<file path="src/rtl/rnd_pkg.sv">
package rnd_pkg;
  typedef enum logic [1:0] {
    RM_NEAR = 2'b00,
    RM_ZERO = 2'b01,
    RM_PINF = 2'b10,
    RM_NINF = 2'b11
  } rmode_e;
endpackage

</file>
<file path="src/rtl/rnd_decide.sv">
module rnd_decide
  import rnd_pkg::*;
(
  input  logic   sign_i,
  input  logic   lsb_i,
  input  logic   guard_i,
  input  logic   sticky_i,
  input  rmode_e mode_i,
  output logic   bump_o,
  output logic   lost_o
);
  logic lost;

  assign lost = guard_i | sticky_i;

  always_comb begin
    unique case (mode_i)
      RM_NEAR: bump_o = guard_i & (sticky_i | lsb_i);
      RM_ZERO: bump_o = 1'b0;
      RM_PINF: bump_o = lost & ~sign_i;
      RM_NINF: bump_o = lost & sign_i;
      default: bump_o = 1'b0;
    endcase
  end

  assign lost_o = lost;

  // Exact inputs never move.
  always_comb assert_exact_hold_R2: assert (lost || !bump_o);
  // Truncation mode never raises.
  always_comb assert_zero_mode_R5: assert (mode_i != RM_ZERO || !bump_o);
  // Directed modes only raise on the matching sign.
  always_comb assert_pinf_sign_R6: assert (mode_i != RM_PINF || !(bump_o && sign_i));
  always_comb assert_ninf_sign_R7: assert (mode_i != RM_NINF || !(bump_o && !sign_i));
endmodule

</file>
<file path="src/rtl/rnd_incr.sv">
module rnd_incr #(
  parameter int WIDTH = 24
) (
  input  logic [WIDTH-1:0] frac_i,
  input  logic             bump_i,
  output logic [WIDTH-1:0] sum_o,
  output logic             carry_o
);
  logic [WIDTH:0] chain;

  assign chain[0] = bump_i;

  for (genvar i = 0; i < WIDTH; i++) begin : g_bit
    assign sum_o[i]     = frac_i[i] ^ chain[i];
    assign chain[i+1]   = frac_i[i] & chain[i];
  end

  assign carry_o = chain[WIDTH];

  // A carry leaves an all-zero field and needs a raise.
  always_comb assert_wrap_zero_R9: assert (!carry_o || (sum_o == '0 && bump_i));
endmodule

</file>
<file path="src/rtl/rnd_select.sv">
module rnd_select
  import rnd_pkg::*;
#(
  parameter int WIDTH   = 24,
  parameter bit OUT_REG = 1'b1
) (
  input  logic             clk,
  input  logic             rst_n,
  input  logic             sign_i,
  input  logic [WIDTH-1:0] frac_i,
  input  logic             guard_i,
  input  logic             sticky_i,
  input  logic [1:0]       mode_i,
  output logic [WIDTH-1:0] frac_o,
  output logic             carry_o,
  output logic             inexact_o
);
  logic             bump;
  logic             lost;
  logic [WIDTH-1:0] sum_d;
  logic             carry_d;

  rnd_decide u_decide (
    .sign_i   (sign_i),
    .lsb_i    (frac_i[0]),
    .guard_i  (guard_i),
    .sticky_i (sticky_i),
    .mode_i   (rmode_e'(mode_i)),
    .bump_o   (bump),
    .lost_o   (lost)
  );

  rnd_incr #(.WIDTH(WIDTH)) u_incr (
    .frac_i  (frac_i),
    .bump_i  (bump),
    .sum_o   (sum_d),
    .carry_o (carry_d)
  );

  if (OUT_REG) begin : g_reg
    logic [WIDTH-1:0] frac_q;
    logic             carry_q;
    logic             inex_q;
    logic             primed_q;

    always_ff @(posedge clk or negedge rst_n) begin
      if (!rst_n) begin
        frac_q   <= '0;
        carry_q  <= 1'b0;
        inex_q   <= 1'b0;
        primed_q <= 1'b0;
      end else begin
        frac_q   <= sum_d;
        carry_q  <= carry_d;
        inex_q   <= lost;
        primed_q <= 1'b1;
      end
    end

    assign frac_o    = frac_q;
    assign carry_o   = carry_q;
    assign inexact_o = inex_q;

    assert_inexact_R8: assert property (@(posedge clk) disable iff (!rst_n)
      primed_q |-> (inexact_o == ($past(guard_i) | $past(sticky_i))));

    assert_exact_pass_R2: assert property (@(posedge clk) disable iff (!rst_n)
      (primed_q && !$past(guard_i) && !$past(sticky_i))
        |-> (frac_o == $past(frac_i) && !carry_o));

    assert_even_tie_R4: assert property (@(posedge clk) disable iff (!rst_n)
      (primed_q && $past(mode_i) == 2'b00 && $past(guard_i) && !$past(sticky_i))
        |-> !frac_o[0]);
  end else begin : g_comb
    assign frac_o    = sum_d;
    assign carry_o   = carry_d;
    assign inexact_o = lost;
  end
endmodule

</file>
<file path="config.mk">
export PLATFORM = sky130hd
export DESIGN_NAME = rnd_select
export DESIGN_NICKNAME = d
export VERILOG_FILES = /design/src/rtl/rnd_pkg.sv /design/src/rtl/rnd_decide.sv /design/src/rtl/rnd_incr.sv /design/src/rtl/rnd_select.sv
export SDC_FILE = /design/constraint.sdc
export NUM_CORES = 1
export LEC_CHECK = 0
export BUFFER_PORTS_ARGS = -buffer_cell sky130_fd_sc_hd__buf_2
export CAP_MARGIN = 10
export CORE_UTILIZATION = 45
export DETAILED_ROUTE_END_ITERATION = 8
export PLACE_DENSITY = 0.79
export SETUP_SLACK_MARGIN = 0.4
export SLEW_MARGIN = 20
export SYNTH_ARGS = -nofsm -noshare
export SYNTH_HDL_FRONTEND = slang
export SYNTH_SLANG_ARGS = --single-unit
</file>
<file path="constraint.sdc">
create_clock -name clk -period 0.8 [get_ports clk]
set_input_delay 0.08 -clock clk [delete_from_list [all_inputs] [get_ports clk]]
set_output_delay 0.08 -clock clk [all_outputs]
set_load 0.02 [all_outputs]
</file>
==> run summary <==
Clock tree synthesis selected as its root buffer the cell clkbuf_4. The share of the cycle needed by the critical path after routing came out at 502.1%. The count of inserted antenna diode cells came out at 0. The global-route wire length before repair is 4.705 mm. At the pin with the least slew margin, the transition time is about 320 ps.

The run finished, with violations left. The largest net degree at the start of global routing came out at 27. The starting density of the core came out at 49.07%. The final reports fail on negative hold slack, negative setup slack. For this design the ratio of total power to cell area is ~1500 mW/mm². The shortest clock period the worst path allows after layout came out at between 4000 and 5000 ps. Summed over all instances, the cell type with the most area after synthesis is dfrtp_1. The critical path is of the in2reg type. Summing the sequential cell areas from Yosys gives about two thirds of the chip area. Measured against its own limit, the worst slew margin works out to between 70% and 80%. The fraction of final layout cells sized beyond drive strength 1 came out at between 70% and 80%.

STA puts the critical path data required time at approximately 1100 ps. The final net count came out at about 180. The average cell area after synthesis is around 18 µm². The maximum achievable frequency came out at 248.9 MHz. The number of enable-type register cells in the synthesized netlist came out at 0. In this run the number of H-tree levels came out at 1.

The reported max-cap violation count came out at 0. Counting along the longest clock path gives a buffer depth of 2. The register clock-pin slew on the reported worst setup and hold paths came out at roughly 140 ps.

The top-level I/O count is between 50 and 60. The placed instances occupy a cell area of roughly 0.0017 mm². For this design, the sink count on the clock tree is 26. The path class of the tightest hold or removal check is in2async. The net count after synthesis is approximately 110. The final routed DRC violation total is 0. Global routing consumed, over all layers together, between 20% and 30% of the routing resources.

dfrtp_1 is the most common cell in the netlist. The via count of the first global-routing pass came out at between 800 and 900. The detail route stage leaves a number of antenna-violating nets equal to 0. The overall routed net length is between 2 and 3 mm. The CTS tree is built. Final hold analysis gives a worst-case slack of -287.0 ps.

Setup repair after global routing could not meet its margin everywhere. The area share of the leading cell type in the synthesized netlist is 65.57%. Data arrives at the worst endpoint at 4310 ps. After the first detailed-routing iteration, the DRC count stood at 2. The standby leakage power is 0.8545 nW. The endpoint kind of the worst setup timing path is a flip-flop. Counting stages on the worst path, the most repeated cell is ha_4. Setup violations remaining at the end of the flow were counted as 48. The die covers between 0.002 and 0.0025 mm².

The leftover overflow at the end of global routing came out at 0. The count of buffers inserted at the top-level ports came out at 56. The width of the die came out at 48.96 µm. The finished layout holds between 100 and 150 standard cells, fillers aside.

The synthesized instance count is 56. The count of cell types in the netlist came out at 8. The synthesis-to-finish area growth came out at 94.33%.

The peak supply drop came out at between 1 and 1.5 mV. The worst setup path is launched from an input port. Buffers inserted during clock tree synthesis total 3.

The routability congestion estimate came out at between 0.6 and 0.7. By area the synthesized netlist is led by dfrtp_1 66%, ha_1 30%, nor3_2 1.0%. The number of cell rows is 16. The number of cells in the design after placement came out at between 100 and 150. The count of buffers added by post-CTS timing repair for setup came out at 0. After routing the design area is approximately 0.0019 mm². The number of buffers and inverters on the critical path is 1.

The via-per-instance ratio is slightly below 5. Sorting the synthesized cells by how often they occur yields 26 x dfrtp_1, 24 x ha_1. The standard cell with the maximum stage delay on the critical path is ha_4.

Across all layers, the routed design uses about 700 vias. The async set-or-reset flop fraction in the synthesized netlist came out at 100.0%. For this run, the detailed router's first-pass iteration total came to 3. The area of the core came out at a little over 0.002 mm². The dominant register cell in the synthesized netlist is dfrtp_1. The largest fanout of any net on the critical path is 3. The yosys synthesis warning count came out at 0. The synthesized area is a little under 0.001 mm². In the final routed layout, each cell accounts on average for 20.32 µm. On the worst path, the slowest cell contributes a delay of between 200 and 300 ps. The number of endpoints with negative hold slack in the final report came to 39. Among cell families on the critical path, the largest total delay comes from adder cells. The overall die height is about 50 µm. The max-slew violation count is 0.

The initial antenna violation count is 0. The number of storage elements in the synthesis netlist came out at 26. The final critical-path setup slack is -3217 ps.
## worst paths after layout
| kind | start | end | slack (ps) | cells after the start |
|---|---|---|---|---|
| min in group clk | sticky_i | inexact_o$_DFF_PN0_ | -50 | 2 |
| max in group asynchronous | rst_n | frac_o[11]$_DFF_PN0_ | 840 | 2 |
| worst min-delay path | rst_n | frac_o[13]$_DFF_PN0_ | -290 | 2 |
| worst max-delay path | sticky_i | frac_o[23]$_DFF_PN0_ | -3220 | 27 |
## metrics by stage
step	TNS, ps	power [W]	util, %	setup slack, ps
CTS	-41480	0.002919	95.36	-3219
detailed placement	-49570	0.001892	81.81	-3704
global placement	-47730	0.001856	81.81	-3593
global route	-43540	0.003044	95.36	-3287
floorplan	-41700	0.001614	-	-3327
finish	-41720	0.002936	95.36	-3217
## layer usage
layer	GRT usage [%]	up-vias	part of all wire (%)
met4	19.12	0	4.1
met3	6.542	9	5.7
met1	27.52	349	32
met2	56.94	41	58
li1	-	321	-
met5	0	-	0
## report_power, final
part | switching, W | internal [W]
Combinational | 0.000286 | 0.000306
Sequential | 0.0000428 | 0.00139
Clock | 0.000403 | 0.000507
Total | 0.000732 | 0.00220
## cell families after synthesis
family          count (synthesis)  synth area share [%]
flops                          26                 65.57
simple gates                    4                 2.775
compound gates                  1                0.5039
fa+ha+maj                      24                 30.27
xor+xnor                        1                0.8829
## area by class of cell
class | count | area [µm²]
Multi-Input combinational cell | 30 | 681.9
Clock buffer | 3 | 22.52
Timing Repair Buffer | 59 | 509.2
Fill cell | 45 | 93.84
Sequential cell | 26 | 650.6
Clock inverter | 1 | 30.03
Tap cell | 27 | 33.78
## sequential cells by signal, summed over array words and instances, names as in the netlist
name,count
carry_o,1
frac_o,24
inexact_o,1
## what timing repair did
| item | 4_1_cts | 5_1_grt |
|---|---|---|
| hold endpoints to repair | 39 | 47 |
| resized for setup | 67 | 0 |
| setup endpoints to repair | 51 | 51 |
| pin swaps | 3 | 0 |
## cells in the final DEF (no fill, tap or decap)
cell / n
buf_6: 29
dfrtp_1: 26
buf_2: 25
ha_4: 23
clkbuf_4: 3
buf_4: 3
nand2_8: 1
xnor2_4: 1
nor3_4: 1
a21oi_2: 1
nor3_2: 1
or2_4: 1
ha_2: 1
bufinv_16: 1
buf_12: 1
buf_8: 1
No activity file was read; power rests on OpenSTA's default activity.
